### config.mk
export PLATFORM = sky130hd
export DESIGN_NAME = ioc_sysctl
export DESIGN_NICKNAME = d
export VERILOG_FILES = /design/src/rtl/ioc_sysctl_pkg.sv /design/src/rtl/ioc_irq_gather.sv /design/src/rtl/ioc_gpio_lanes.sv /design/src/rtl/ioc_sysctl.sv
export SDC_FILE = /design/constraint.sdc
export NUM_CORES = 1
export LEC_CHECK = 0
export BUFFER_PORTS_ARGS = -buffer_cell sky130_fd_sc_hd__buf_2
export CELL_PAD_IN_SITES_DETAIL_PLACEMENT = 2
export CELL_PAD_IN_SITES_GLOBAL_PLACEMENT = 2
export CORE_UTILIZATION = 35
export CTS_CLUSTER_DIAMETER = 150
export DETAILED_ROUTE_END_ITERATION = 7
export PLACE_DENSITY = 0.75
export RECOVER_POWER = 100
export SKIP_LAST_GASP = 1
export SYNTH_ARGS = -nofsm -noshare
export SYNTH_HDL_FRONTEND = slang
export SYNTH_SLANG_ARGS = --single-unit
### constraint.sdc
create_clock -name clk -period 8.1 [get_ports clk]
set_input_delay 2.025 -clock clk [delete_from_list [all_inputs] [get_ports clk]]
set_output_delay 2.025 -clock clk [all_outputs]
set_load 0.1 [all_outputs]
### src/rtl/ioc_sysctl_pkg.sv
package ioc_sysctl_pkg;
  localparam int ADDR_W     = 8;
  localparam int GPIO_LANES = 3;

  localparam logic [ADDR_W-1:0] OFS_REV   = 8'h08;
  localparam logic [ADDR_W-1:0] OFS_STAT  = 8'h50;
  localparam logic [ADDR_W-1:0] OFS_MASK  = 8'h52;
  localparam logic [ADDR_W-1:0] OFS_DATA0 = 8'h78;
  localparam logic [ADDR_W-1:0] OFS_EN0   = 8'h7C;

  typedef logic [7:0] byte_t;
endpackage

### src/rtl/ioc_irq_gather.sv
module ioc_irq_gather #(
  parameter int NUM_IRQ = 8
) (
  input  logic               clk,
  input  logic               rst_n,
  input  logic [NUM_IRQ-1:0] sub_irq,
  input  logic               wr_stat,
  input  logic               wr_mask,
  input  logic [NUM_IRQ-1:0] wdata,
  output logic [NUM_IRQ-1:0] status_q,
  output logic [NUM_IRQ-1:0] mask_q,
  output logic               host_irq
);
  logic [NUM_IRQ-1:0] in_prev_q;
  logic [NUM_IRQ-1:0] edge_seen;
  logic [NUM_IRQ-1:0] base_v;
  logic [NUM_IRQ-1:0] status_nxt;

  // An input that moved this cycle overrides a host write to the same bit
  assign edge_seen  = sub_irq ^ in_prev_q;
  assign base_v     = wr_stat ? wdata : status_q;
  assign status_nxt = (edge_seen & sub_irq) | (~edge_seen & base_v);

  always_ff @(posedge clk) begin
    if (!rst_n) begin
      in_prev_q <= '0;
      status_q  <= '0;
      mask_q    <= '0;
    end else begin
      in_prev_q <= sub_irq;
      status_q  <= status_nxt;
      if (wr_mask) mask_q <= wdata;
    end
  end

  assign host_irq = |(status_q & mask_q);
endmodule

### src/rtl/ioc_gpio_lanes.sv
module ioc_gpio_lanes #(
  parameter int NUM_GPIO = 16,
  parameter int LANES    = 3
) (
  input  logic                clk,
  input  logic                rst_n,
  input  logic [LANES-1:0]    wr_data_lane,
  input  logic [LANES-1:0]    wr_en_lane,
  input  logic [7:0]          wdata,
  output logic [8*LANES-1:0]  data_vec,
  output logic [8*LANES-1:0]  en_vec,
  output logic [NUM_GPIO-1:0] en_q,
  output logic [NUM_GPIO-1:0] pin_out,
  output logic [NUM_GPIO-1:0] pin_toggle
);
  localparam int VEC_W = 8 * LANES;

  logic [NUM_GPIO-1:0] data_q;
  logic [NUM_GPIO-1:0] prev_q;
  logic [VEC_W-1:0]    data_nxt_v;
  logic [VEC_W-1:0]    en_nxt_v;
  logic [NUM_GPIO-1:0] qual_nxt;
  logic                any_wr;

  assign data_vec = VEC_W'(data_q);
  assign en_vec   = VEC_W'(en_q);

  // Each lane replaces only its own byte of the wide vectors
  for (genvar g = 0; g < LANES; g++) begin : g_lane
    assign data_nxt_v[8*g +: 8] = wr_data_lane[g] ? wdata : data_vec[8*g +: 8];
    assign en_nxt_v[8*g +: 8]   = wr_en_lane[g]   ? wdata : en_vec[8*g +: 8];
  end

  assign any_wr   = |{wr_data_lane, wr_en_lane};
  assign qual_nxt = data_nxt_v[NUM_GPIO-1:0] & en_nxt_v[NUM_GPIO-1:0];

  always_ff @(posedge clk) begin
    if (!rst_n) begin
      data_q     <= '0;
      en_q       <= '0;
      prev_q     <= '0;
      pin_toggle <= '0;
    end else begin
      data_q <= data_nxt_v[NUM_GPIO-1:0];
      en_q   <= en_nxt_v[NUM_GPIO-1:0];
      if (any_wr) begin
        pin_toggle <= qual_nxt ^ prev_q;
        prev_q     <= qual_nxt;
      end else begin
        pin_toggle <= '0;
      end
    end
  end

  assign pin_out = data_q & en_q;
endmodule

### src/rtl/ioc_sysctl.sv
module ioc_sysctl
  import ioc_sysctl_pkg::*;
#(
  parameter int          NUM_IRQ  = 8,
  parameter int          NUM_GPIO = 16,
  parameter logic [7:0]  REV_ID   = 8'h03
) (
  input  logic                clk,
  input  logic                rst_n,
  input  logic [7:0]          bus_addr,
  input  logic                bus_wr,
  input  logic [7:0]          bus_wdata,
  output logic [7:0]          bus_rdata,
  input  logic [NUM_IRQ-1:0]  sub_irq,
  output logic                host_irq,
  output logic [NUM_GPIO-1:0] gpio_out,
  output logic [NUM_GPIO-1:0] gpio_toggle
);
  localparam int VEC_W = 8 * GPIO_LANES;

  logic [NUM_IRQ-1:0]    status_q;
  logic [NUM_IRQ-1:0]    mask_q;
  logic [NUM_GPIO-1:0]   gpio_en_q;
  logic [VEC_W-1:0]      data_vec;
  logic [VEC_W-1:0]      en_vec;
  logic [GPIO_LANES-1:0] wr_data_lane;
  logic [GPIO_LANES-1:0] wr_en_lane;
  logic                  wr_stat;
  logic                  wr_mask;

  assign wr_stat = bus_wr && (bus_addr == OFS_STAT);
  assign wr_mask = bus_wr && (bus_addr == OFS_MASK);

  for (genvar g = 0; g < GPIO_LANES; g++) begin : g_dec
    assign wr_data_lane[g] = bus_wr && (bus_addr == OFS_DATA0 + 8'(g));
    assign wr_en_lane[g]   = bus_wr && (bus_addr == OFS_EN0 + 8'(g));
  end

  ioc_irq_gather #(.NUM_IRQ(NUM_IRQ)) u_irq (
    .clk      (clk),
    .rst_n    (rst_n),
    .sub_irq  (sub_irq),
    .wr_stat  (wr_stat),
    .wr_mask  (wr_mask),
    .wdata    (bus_wdata[NUM_IRQ-1:0]),
    .status_q (status_q),
    .mask_q   (mask_q),
    .host_irq (host_irq)
  );

  ioc_gpio_lanes #(.NUM_GPIO(NUM_GPIO), .LANES(GPIO_LANES)) u_gpio (
    .clk          (clk),
    .rst_n        (rst_n),
    .wr_data_lane (wr_data_lane),
    .wr_en_lane   (wr_en_lane),
    .wdata        (bus_wdata),
    .data_vec     (data_vec),
    .en_vec       (en_vec),
    .en_q         (gpio_en_q),
    .pin_out      (gpio_out),
    .pin_toggle   (gpio_toggle)
  );

  always_comb begin
    bus_rdata = 8'h00;
    if (bus_addr == OFS_REV)  bus_rdata = REV_ID;
    if (bus_addr == OFS_STAT) bus_rdata = 8'(status_q);
    if (bus_addr == OFS_MASK) bus_rdata = 8'(mask_q);
    for (int i = 0; i < GPIO_LANES; i++) begin
      if (bus_addr == OFS_DATA0 + 8'(i)) bus_rdata = data_vec[8*i +: 8];
      if (bus_addr == OFS_EN0 + 8'(i))   bus_rdata = en_vec[8*i +: 8];
    end
  end
endmodule

**Yosys cells after proc, flatten, opt, wreduce, memory -nomap -nowiden**

Cells that the tools add are included.

- Mux-type cells: 14
- Bitwise gates (word level): 9
- Reductions and logical operators: 11
- Equality and inequality tests: 9

Operators by type and width:

| kind | number |
|---|---|
| 2-to-1 mux 8 bit | 13 |
| == test 8 x 7 -> 1 bit, second input constant | 8 |
| AND 16 bit | 2 |
| AND 8 bit | 3 |
| XOR 16 bit | 1 |
| == test 8 x 4 -> 1 bit, second input constant | 1 |
| logical AND 1 bit | 8 |
| inverter 8 bit | 1 |
| bitwise OR 8 bit | 1 |
| OR reduction 8 bit | 1 |
| XOR 8 bit | 1 |
| OR reduction 6 bit | 1 |
| 2-to-1 mux 2 bit | 1 |
| AND reduction 2 bit | 1 |

- Bits of input ports: 27
- Logic and storage cells: 50
- Register bits: 88
- Output and inout port bits: 41

**Depth between registers and ports, before layout**

Gate-level depths: netlist of the first run.

- Word-level depth: 10
- Gate-level depth with buffers: 7
- Gate-level depth less buffers: 5

**Modules after synthesis**

Synthesis of the first run repeated with hierarchy kept, for this count alone.

- Cell total of the unflattened synthesis: 543
- Area, all modules: 4843.4 sq um

Modules (own cells, without submodules):

| module | cells each | area each (sq um) | sequential area each (sq um) | times used |
|---|---|---|---|---|
| ioc_gpio_lanes | 321 | 3022.9 | 1281.2 | 1 |
| ioc_irq_gather | 95 | 954.7 | 480.5 | 1 |
| ioc_sysctl | 127 | 865.8 | 0.0 | 1 |

**Worst setup path after synthesis of the first run**

No wires, ideal clock.

- Path type: input port to output port
- Start point: input bus_addr[2]
- End point: output bus_rdata[4]
- Arrival: 4.532 ns
- Setup slack: 1.543 ns
- Stages on the path: 6
- Buffers on the path: 3
- Required time: 6.075 ns
- Cells stage by stage: buf_2 > buf_2 > clkbuf_1 > mux2_2 > o22ai_1 > a21oi_1

- Word-level cells in the longest chain between the ends: 9
- Elaborated cells between the ends (all ways): 16
- Those cells by class: eq/ne (8); mux (8)

Ends and longest elaborated chain:

| element | line | text |
|---|---|---|
| from (decl) | ioc_sysctl.sv:10 | `input logic [7:0] bus_addr,` |
| == test 8 x 7 -> 1 bit | ioc_sysctl.sv:67 | `if (bus_addr == OFS_STAT) bus_rdata = 8'(status_q);` |
| 2-to-1 mux 8 bit | ioc_sysctl.sv:67 |  |
| 2-to-1 mux 8 bit | ioc_sysctl.sv:68 | `if (bus_addr == OFS_MASK) bus_rdata = 8'(mask_q);` |
| 2-to-1 mux 8 bit | ioc_sysctl.sv:70 | `if (bus_addr == OFS_DATA0 + 8'(i)) bus_rdata = data_vec[8*i +: 8];` |
| 2-to-1 mux 8 bit | ioc_sysctl.sv:71 | `if (bus_addr == OFS_EN0 + 8'(i)) bus_rdata = en_vec[8*i +: 8];` |
| 2-to-1 mux 8 bit | ioc_sysctl.sv:70 |  |
| 2-to-1 mux 8 bit | ioc_sysctl.sv:71 |  |
| 2-to-1 mux 8 bit | ioc_sysctl.sv:70 |  |
| 2-to-1 mux 8 bit (*) | ioc_sysctl.sv:71 |  |
| to (decl) | ioc_sysctl.sv:13 | `output logic [7:0] bus_rdata,` |

Every way passes the cells marked *; elsewhere a longest branch is shown, timed or not.

**Worst setup path in the final report of the first run**

- Start point: input bus_addr[0]
- End point: output bus_rdata[0]

- Word-level cells in the longest chain between the ends: 10
- Elaborated cells between the ends (all ways): 18
- Those cells by class: eq/ne (9); mux (9)

Ends and longest elaborated chain:

| element | line | text |
|---|---|---|
| == test 8 x 4 -> 1 bit | ioc_sysctl.sv:66 | `if (bus_addr == OFS_REV) bus_rdata = REV_ID;` |
| 2-to-1 mux 2 bit | ioc_sysctl.sv:66 |  |
| 2-to-1 mux 8 bit | ioc_sysctl.sv:67 |  |
| 2-to-1 mux 8 bit | ioc_sysctl.sv:68 |  |
| 2-to-1 mux 8 bit | ioc_sysctl.sv:70 |  |
| 2-to-1 mux 8 bit | ioc_sysctl.sv:71 |  |
| 2-to-1 mux 8 bit | ioc_sysctl.sv:70 |  |
| 2-to-1 mux 8 bit | ioc_sysctl.sv:71 |  |
| 2-to-1 mux 8 bit | ioc_sysctl.sv:70 |  |
| 2-to-1 mux 8 bit (*) | ioc_sysctl.sv:71 |  |

Marks and branches as above.

==> results of run 1 <==
==> logic make-up after synthesis <==
kind of cell | synth area share
flip-flops | 0.4065
buffers and inverters | 0.04388
XOR/XNOR | 0.03233
adder cells (fa/ha/maj) | 0.01848
AO/OA/AOI/OAI | 0.1146
AND/OR/NAND/NOR | 0.1787
multiplexers | 0.2055
==> sequential cells by signal, indices dropped and copies added (netlist names), named ones only <==
| signal | count |
|---|---|
| u_gpio.data_q | 16 |
| u_gpio.en_q | 16 |
| u_gpio.pin_toggle | 16 |
| u_gpio.prev_q | 16 |
| u_irq.in_prev_q | 8 |
| u_irq.mask_q | 8 |
==> cell usage after synthesis (3+ instances only) <==
library cell and number:
a211oi_1 8, a21oi_1 22, a22o_1 16, a22oi_1 6
and2_1 16, buf_1 4, buf_2 8, clkbuf_1 12
dfxtp_1 88, inv_1 17, maj3_1 8, mux2_2 24
mux2i_1 62, nand2_1 13, nand3_1 11, nor2_1 64
nor2b_1 25, nor3_1 3, o22a_1 6, o22ai_1 8
xnor2_1 16
==> worst max-delay path: stages <==
cell and delay, ps:
clkbuf_1 970, nand2b_1 650, o22ai_1 300, a22oi_1 170, clkbuf_1 560
==> path summary, 6_finish.rpt <==
path / startpoint / to / slack (ps) / depth (start not counted)
worst min-delay path: u_gpio.en_q[2] / u_gpio.en_q[2] / 490 / 2
worst max-delay path: bus_addr[0] / bus_rdata[0] / 1370 / 5
worst max register to register: u_gpio.data_q[14] / u_gpio.pin_toggle[14] / 6770 / 5
worst min register to register: u_gpio.en_q[2] / u_gpio.en_q[2] / 490 / 2
==> layer usage <==
| metal | vias to the layer above | share of wire |
|---|---|---|
| met1 | 1827 | 0.46 |
| li1 | 1718 | - |
| met3 | 13 | 0.022 |
| met5 | - | 0 |
| met2 | 49 | 0.50 |
| met4 | 0 | 0.014 |
==> report_power, final <==
part / switching [mW] / internal, mW
Combinational: 0.0401 / 0.0203
Clock: 0.187 / 0.365
Sequential: 0.00375 / 0.438
Total: 0.231 / 0.823
==> cell type report <==
class / instances / area [sq um] / area share
Inverter: 17 / 63.81 / 0.01256
Clock inverter: 7 / 167.7 / 0.03299
Tap cell: 168 / 210.2 / 0.04136
Timing Repair Buffer: 72 / 302.8 / 0.05958
Sequential cell: 88 / 1762 / 0.3466
Multi-Input combinational cell: 329 / 2351 / 0.4626
Clock buffer: 9 / 225.2 / 0.04431
==> placed cells by master (no fill, tap or decap), drive strengths merged, types with 5 or more instances in the layout <==
cell type	instances
o22ai	8
xnor2	16
a211oi	8
maj3	8
o22a	6
bufinv	5
nor2b	25
nand3	11
and2	16
a22o	16
inv	17
a21oi	22
dfxtp	88
mux2	24
clkbuf	57
a22oi	6
nor2	64
buf	24
mux2i	62
nand2	13
==> stage by stage <==
| step | instance area (sq um) | total power [mW] | setup WS, ps | util | hold slack (ps) |
|---|---|---|---|---|---|
| after floorplan | 4334 | 0.4890 | 1543 | - | 457.1 |
| after global placement | 4791 | 0.5105 | 2078 | 0.3972 | 471.3 |
| after detailed placement | 4791 | 0.5134 | 1998 | 0.3972 | 482.4 |
| after CTS | 5184 | 1.066 | 1919 | 0.4298 | 492.5 |
| after global routing | 5082 | 1.084 | 1260 | 0.4214 | 515.1 |
| final | 5082 | 1.054 | 1373 | 0.4214 | 488.4 |
==> results.py, run 1 <==
metrics = {
    "global_routing": {
        "grt_pass1_vias": 3836,
        "grt_antenna_before_repair": 0,
        "use_met1": 0.2688,
        "grt_first_pass_wirelength_um": 21310,
        "gr-total-overflow": 0,
        "grt_max_degree": 58,
        "grt_usage": 0.2198,
        "grt_use_met2": 0.3910,
        "use_met3": 0.03964,
        "top_usage_layer": "met2",
    },
    "yosys": {
        "yosys.area.top_type": "dfxtp_1",
        "synthArstFlopShare": 0,
        "synth.area.top_cells": "dfxtp_1, mux2i_1, mux2_2, nor2_1, nor2b_1",
        "syn_area_per_cell_sq_um": 9.402,
        "synth_edf_count": 0,
        "synth_top_area_frac": 0.4065,
        "postSynthCellCount": 461,
        "syn-cell-area_sq_um": 4334,
        "ys_types": 40,
        "yosysWarnings": 0,
        "synth-seq-area-share": 0.4065,
        "syn_nets": 488,
        "ys.flop_type": "dfxtp_1",
        "synth_seq_cells": 88,
    },
    "clocking": {
        "clk_path_buf_depth": 2,
        "ctsHoldBuffers": 0,
        "htree_num_levels": 3,
        "post_cts_resized": 0,
        "cts-root-buf": "clkbuf_16",
        "cts_tree": "built",
        "clk_pin_slew_ps": 70,
        "post-cts-setup-buffer-count": 0,
        "cts_buffers": 9,
        "clock_latency_ps": 350,
        "cts.sinks": 88,
    },
    "power_and_ir_drop": {
        "p_leak_nw": 1.956,
        "p_per_area_nw_per_um2": 207.4,
        "vdd_drop_max_v": 0.0001043,
    },
    "timing": {
        "finalSetupViolCount": 0,
        "fin_worst_skew_ps": 5.343,
        "setup_tns_ps": 0,
        "finalCritPeriodShare": 0.8306,
        "tightest_slew_ps": 2769,
        "final_hold_viol_count": 0,
        "period_minus_slack_ps": 6727,
        "maxSlewHeadroom": -0.8461,
        "fmax_mhz": 148.6,
        "drv_slew": 68,
        "rsz0062_at_grt": "false",
    },
    "drt": {
        "wl_per_cell_um": 19.64,
        "dr.pass1.iters": 5,
        "initialDrtViolationCount": 114,
        "route.vias.total": 3607,
        "vias_per_cell": 5.228,
        "wirelength_um": 13550,
        "ant_nets": 0,
        "drcViolationCount": 0,
    },
    "setup_path": {
        "worstSetupPathType": "input pin to output port",
        "cp-end-kind": "output port",
        "critPathLaunchType": "input pin",
        "crit_path_max_fanout": 30,
        "critPathRequiredTime_ps": 6080,
        "critPathArrivalTime_ps": 4700,
    },
    "placed_design": {
        "gp_congestion": 0.7932,
        "io_buffers": 67,
        "hpwl_um": 9266,
        "placed_cells": 674,
    },
    "floorplanning": {
        "die_h_um": 113.3,
        "start_util": 0.3593,
        "die_x_um": 113.3,
        "dieArea_sq_um": 12830,
        "row_count": 40,
        "core_area_sq_um": 12060,
        "ios": 68,
    },
    "final_layout": {
        "areaGrowthSynthToFinish_pct": 17.26,
        "nets": 544,
        "insertedDiodeCount": 0,
        "drive_gt1_frac": 0.1207,
        "fillers": 1335,
        "final_cells": 690,
    },
    "run_status": {
        "violations": "max-capacitance violations, max-slew violations",
        "status": "finished with violations",
    },
    "job": {
        "drv_cap": 2,
    },
    "min_path": {
        "hold_class": "flop to flop",
    },
}
Power figures use the tool's default switching activity.
==> run 2: changes to the inputs <==
==> constraint.sdc (replaced) <==
create_clock -name clk -period 6.47 [get_ports clk]
set_input_delay 1.6175 -clock clk [delete_from_list [all_inputs] [get_ports clk]]
set_output_delay 1.6175 -clock clk [all_outputs]
set_load 0.1 [all_outputs]
==> run 2 against run 1 <==
- the run still ends with max-capacitance violations, max-slew violations left
- sequential share of layout area down 0.26 points
- critical endpoint is now bus_rdata[5]
- final cell count up 0.14%
- critical path type unchanged
- setup slack worse by 660 ps
- via count down 0.80%
- die area unchanged
- highest routed layer unchanged
- critical path depth unchanged
- worst hold slack better by 2.4 ps
- clock power up 28%
==> results.py, run 2 (same netlist as run 1, synthesis figures left out) <==
metrics = {
    "run_status": {
        "status": "finished with violations",
        "violations": "max-capacitance violations, max-slew violations",
    },
    "min_path": {
        "hold_class": "flop to flop",
    },
    "timing": {
        "setup_tns_ps": 0,
        "fin_worst_skew_ps": 4.358,
        "period_minus_slack_ps": 5762,
        "finalCritPeriodShare": 0.8906,
        "fmax_mhz": 173.5,
        "final_hold_viol_count": 0,
        "tightest_slew_ps": 2672,
        "rsz0062_at_grt": "false",
        "maxSlewHeadroom": -0.7816,
        "drv_slew": 58,
        "finalSetupViolCount": 0,
        "finalWorstSetupSlack_ps": 707.8,
    },
    "final_layout": {
        "final_cell_mix": "dfxtp_1, nor2_1, mux2i_1, clkbuf_1, buf_2",
        "regArea_sq_um": 1762,
        "areaGrowthSynthToFinish_pct": 18.16,
        "final_common_cell": "dfxtp_1",
        "final_cells": 691,
        "fin_util": 0.4246,
        "insertedDiodeCount": 0,
        "multi_input_area_sq_um": 2362,
        "fillers": 1347,
        "drive_gt1_frac": 0.1434,
        "nets": 545,
    },
    "clocking": {
        "htree_num_levels": 3,
        "post_cts_resized": 0,
        "cts-root-buf": "clkbuf_16",
        "cts_tree": "built",
        "ctsHoldBuffers": 0,
        "post-cts-setup-buffer-count": 0,
        "clk_path_buf_depth": 2,
        "cts_buffers": 9,
        "clock_latency_ps": 350,
        "clk_pin_slew_ps": 60,
        "cts.sinks": 88,
    },
    "setup_path": {
        "critPathArrivalTime_ps": 4140,
        "critPathRequiredTime_ps": 4850,
        "critPathCapture": "bus_rdata[5]",
        "crit_start": "bus_addr[0]",
        "slowest_stage": "clkbuf_1",
        "cp.depth": 5,
        "worstSetupPathType": "input pin to output port",
        "crit_chain": "clkbuf_1 -> nand2b_1 -> o22ai_1 -> a21oi_1 -> clkbuf_2",
        "critPathBufInv": 2,
        "critPathLaunchType": "input pin",
        "critPathMaxStageDelay_ps": 950,
        "critPathTopFamily": "buffers and inverters",
        "ff2ff_setup_slack_ps": 5210,
        "crit_path_max_fanout": 30,
        "r2r_end": "u_gpio.pin_toggle[10]",
        "worstRegToRegCells": 5,
        "reg2reg_from": "u_gpio.data_q[10]",
        "cp-end-kind": "output port",
    },
    "global_routing": {
        "grt_max_degree": 58,
        "gr-total-overflow": 0,
        "grt_pass1_vias": 3871,
        "grt_antenna_before_repair": 0,
        "grt_usage": 0.2206,
        "grt_first_pass_wirelength_um": 21250,
    },
    "drt": {
        "wl_per_cell_um": 19.19,
        "wirelength_um": 13260,
        "ant_nets": 0,
        "initialDrtViolationCount": 89,
        "route.vias.total": 3578,
        "dr.pass1.iters": 4,
        "drcViolationCount": 0,
        "vias_per_cell": 5.178,
    },
    "placed_design": {
        "placed_cells": 675,
        "gp_congestion": 0.8135,
        "io_buffers": 67,
        "pre_cts_slack_ps": 1227,
        "hpwl_um": 9207,
    },
    "floorplanning": {
        "dieArea_sq_um": 12830,
        "die_h_um": 113.3,
        "die_x_um": 113.3,
        "core_area_sq_um": 12060,
        "row_count": 40,
        "ios": 68,
        "start_util": 0.3593,
    },
    "power_and_ir_drop": {
        "p_leak_nw": 2.007,
        "vdd_drop_max_v": 0.0001236,
        "p_per_area_nw_per_um2": 260.6,
    },
    "job": {
        "drv_cap": 1,
    },
}
## run 2: cell types whose count changed in the layout (fill, tap and decap cells not counted), moves of 2 or more
| cell | before | now |
|---|---|---|
| clkinv_4 | 2 | 0 |
| clkbuf_8 | 0 | 2 |
| mux2_2 | 22 | 24 |
| mux2_1 | 2 | 0 |
| clkbuf_1 | 48 | 40 |
| buf_2 | 23 | 30 |
## run 2: worst min-delay path, cell delays in order, from the launching register on
cell and delay [ps]:
dfxtp_1 330, nand2_1 60, a21oi_1 50
## run 2: power by group
group	internal (mW)	total (mW)	switching (mW)	leakage [nW]
Clock	0.477	0.704	0.227	0.196
Combinational	0.0260	0.0773	0.0513	1.10
Sequential	0.548	0.553	0.00472	0.713
Total	1.05	1.33	0.283	2.01
## run 2: stage by stage
stage	area [sq um]	total power, mW	hold slack [ps]
CTS	5201	1.350	491.9
detailed placement	4798	0.6438	481.3
floorplan	4334	0.6122	457.1
global placement	4798	0.6402	470.6
global route	5121	1.375	511.4
finish	5121	1.334	490.8
## run 2: metal layers
| layer | share of wire | global-route usage |
|---|---|---|
| met1 | 0.46 | 0.2681 |
| met2 | 0.50 | 0.3881 |
| met3 | 0.028 | 0.04178 |
| met4 | 0.018 | 0.07807 |
| met5 | 0 | 0 |
## run 2: cell type report
| class | count | area share |
|---|---|---|
| clock inverters | 5 | 0.02932 |
| inverters | 17 | 0.01246 |
| repair buffers | 73 | 0.06255 |
| well taps | 168 | 0.04105 |
| flip-flops and latches | 88 | 0.3440 |
| clock buffers | 11 | 0.04935 |
| multi-input cells | 329 | 0.4613 |
## run 2: worst min-delay path by stage
stage                   start        endpoint  cells past startpoint
4_1_cts        u_gpio.en_q[6]  u_gpio.en_q[6]                      2
6_report       u_gpio.en_q[6]  u_gpio.en_q[6]                      2
3_5_place_dp   u_gpio.en_q[6]  u_gpio.en_q[6]                      2
5_1_grt        u_gpio.en_q[6]  u_gpio.en_q[6]                      2
3_3_place_gp   u_gpio.en_q[6]  u_gpio.en_q[6]                      2
2_1_floorplan  u_gpio.en_q[0]  u_gpio.en_q[0]                      2
==> run 3: changes to the inputs <==
==> constraint.sdc (replaced) <==
create_clock -name clk -period 6.1 [get_ports clk]
set_input_delay 1.525 -clock clk [delete_from_list [all_inputs] [get_ports clk]]
set_output_delay 1.525 -clock clk [all_outputs]
set_load 0.1 [all_outputs]
==> run 3 against run 2 <==
- non-clock buffer count fell by 2
- highest routed layer unchanged
- clock-buffer cell count fell by 1
- clock skew rose by 1.0 ps
- clock power fell by 2%
- critical endpoint is now bus_rdata[3]
- combinational power rose by 3.0%
- the flow still finishes with violations (max-capacitance violations, max-slew violations)
==> results.py, run 3 (same netlist as run 1, synthesis figures left out) <==
metrics = {
    "setup_path": {
        "critPathBufInv": 3,
        "critPathTopFamily": "buffers and inverters",
        "worstSetupPathType": "input pin to output port",
        "critPathRequiredTime_ps": 4580,
        "crit_path_max_fanout": 31,
        "crit_chain": "buf_2 -> buf_4 -> a211oi_1 -> o22a_1 -> a21oi_1 -> clkbuf_1",
        "critPathArrivalTime_ps": 3930,
        "critPathLaunchType": "input pin",
        "reg2reg_from": "u_gpio.data_q[10]",
        "ff2ff_setup_slack_ps": 4830,
        "cp-end-kind": "output port",
        "critPathMaxStageDelay_ps": 880,
        "r2r_end": "u_gpio.pin_toggle[10]",
        "slowest_stage": "clkbuf_1",
        "worstRegToRegCells": 5,
    },
    "power_and_ir_drop": {
        "p_leak_nw": 1.956,
        "totalPowerFinal_mw": 1.357,
        "vdd_drop_max_v": 0.0001566,
        "p_per_area_nw_per_um2": 268.3,
    },
    "floorplanning": {
        "start_util": 0.3593,
        "core_area_sq_um": 12060,
        "die_h_um": 113.3,
        "die_x_um": 113.3,
        "row_count": 40,
        "dieArea_sq_um": 12830,
        "ios": 68,
    },
    "drt": {
        "wl_per_cell_um": 18.77,
        "route.vias.total": 3592,
        "vias_per_cell": 5.213,
        "initialDrtViolationCount": 115,
        "wirelength_um": 12930,
        "drcViolationCount": 0,
        "ant_nets": 0,
        "dr.pass1.iters": 4,
    },
    "timing": {
        "drv_slew": 85,
        "fin_worst_skew_ps": 5.389,
        "setup_tns_ps": 0,
        "final_hold_viol_count": 0,
        "rsz0062_at_grt": "false",
        "finalCritPeriodShare": 0.8939,
        "maxSlewHeadroom": -0.8045,
        "fmax_mhz": 183.4,
        "finalSetupViolCount": 0,
        "period_minus_slack_ps": 5453,
        "tightest_slew_ps": 2707,
    },
    "clocking": {
        "clk_path_buf_depth": 2,
        "post-cts-setup-buffer-count": 0,
        "ctsHoldBuffers": 0,
        "clk_pin_slew_ps": 60,
        "cts-root-buf": "clkbuf_16",
        "clock_latency_ps": 360,
        "htree_num_levels": 3,
        "cts_tree": "built",
        "cts.sinks": 88,
        "post_cts_resized": 0,
        "cts_buffers": 9,
    },
    "final_layout": {
        "fillers": 1325,
        "final_cells": 689,
        "nets": 543,
        "final_common_cell": "dfxtp_1",
        "fin_util": 0.4194,
        "drive_gt1_frac": 0.1305,
        "areaGrowthSynthToFinish_pct": 16.71,
        "final_cell_mix": "dfxtp_1, nor2_1, mux2i_1, clkbuf_1, buf_2",
        "final_cell_area_sq_um": 5059,
        "insertedDiodeCount": 0,
    },
    "global_routing": {
        "grt_max_degree": 58,
        "grt_pass1_vias": 3771,
        "gr-total-overflow": 0,
        "grt_antenna_before_repair": 0,
        "grt_first_pass_wirelength_um": 20780,
        "grt_usage": 0.2167,
    },
    "placed_design": {
        "io_buffers": 67,
        "placed_area_sq_um": 4790,
        "placed_cells": 673,
        "gp_congestion": 0.8266,
        "hpwl_um": 9117,
    },
    "run_status": {
        "violations": "max-capacitance violations, max-slew violations",
        "status": "finished with violations",
    },
    "min_path": {
        "hold_class": "flop to flop",
        "min_path_cells": 2,
        "hold_path_end": "u_gpio.en_q[3]",
        "hp-start": "u_gpio.en_q[3]",
    },
    "job": {
        "drv_cap": 3,
    },
}
-- run 3: cell count changes in the layout (fill, tap and decap cells not counted) --
cell / delta
buf_2: -4
buf_4: -1
bufinv_16: -1
clkbuf_1: +4
clkbuf_2: -1
clkbuf_8: -1
clkinv_2: +2
nor3_1: +1
nor3_4: -1
-- run 3: how the worst max path moves through the flow --
stage,startpoint,endpoint,slack [ps],cells after the start
global placement,bus_addr[2],bus_rdata[5],1090,6
finish,bus_addr[2],bus_rdata[3],650,6
floorplan,bus_addr[2],bus_rdata[4],540,6
detailed placement,bus_addr[2],bus_rdata[3],1030,6
CTS,bus_addr[2],bus_rdata[2],1020,6
global route,bus_addr[2],bus_rdata[1],530,6
-- run 3: through the flow --
step	worst slack, ps	hold WS [ps]
after floorplan	543.1	457.1
after global placement	1089	467.3
after detailed placement	1027	485.0
after CTS	1021	499.5
after global routing	531.6	516.7
final	647.3	497.2
-- run 3: layout make-up --
type	instances	area [sq um]	share of cell area
Clock buffer	10	239.0	0.04724
Clock inverter	6	130.1	0.02572
Inverter	17	63.81	0.01261
Multi-Input combinational cell	329	2351	0.4648
Sequential cell	88	1762	0.3483
Tap cell	168	210.2	0.04155
Timing Repair Buffer	71	302.8	0.05986
-- run 3: worst reg2reg max path, stage by stage (launching register included) --
cell and delay (ps):
dfxtp_1 400, mux2i_1 110, nor2b_1 210, mux2_2 210, xnor2_1 130, nor2_1 60
-- run 3: report_power, final --
group          switching [mW]  internal (mW)  total [mW]  leakage [nW]
Clock                   0.239          0.452       0.691         0.182
Sequential            0.00495          0.582       0.587         0.713
Combinational          0.0526         0.0269      0.0796          1.06
-- run 3: per-layer routing --
layer	up-vias	GRT usage	routed length (um)
met5	-	0	0
met4	0	0.1070	340
met3	22	0.03642	346
met2	65	0.3697	6200
met1	1789	0.2641	6043
li1	1716	-	-
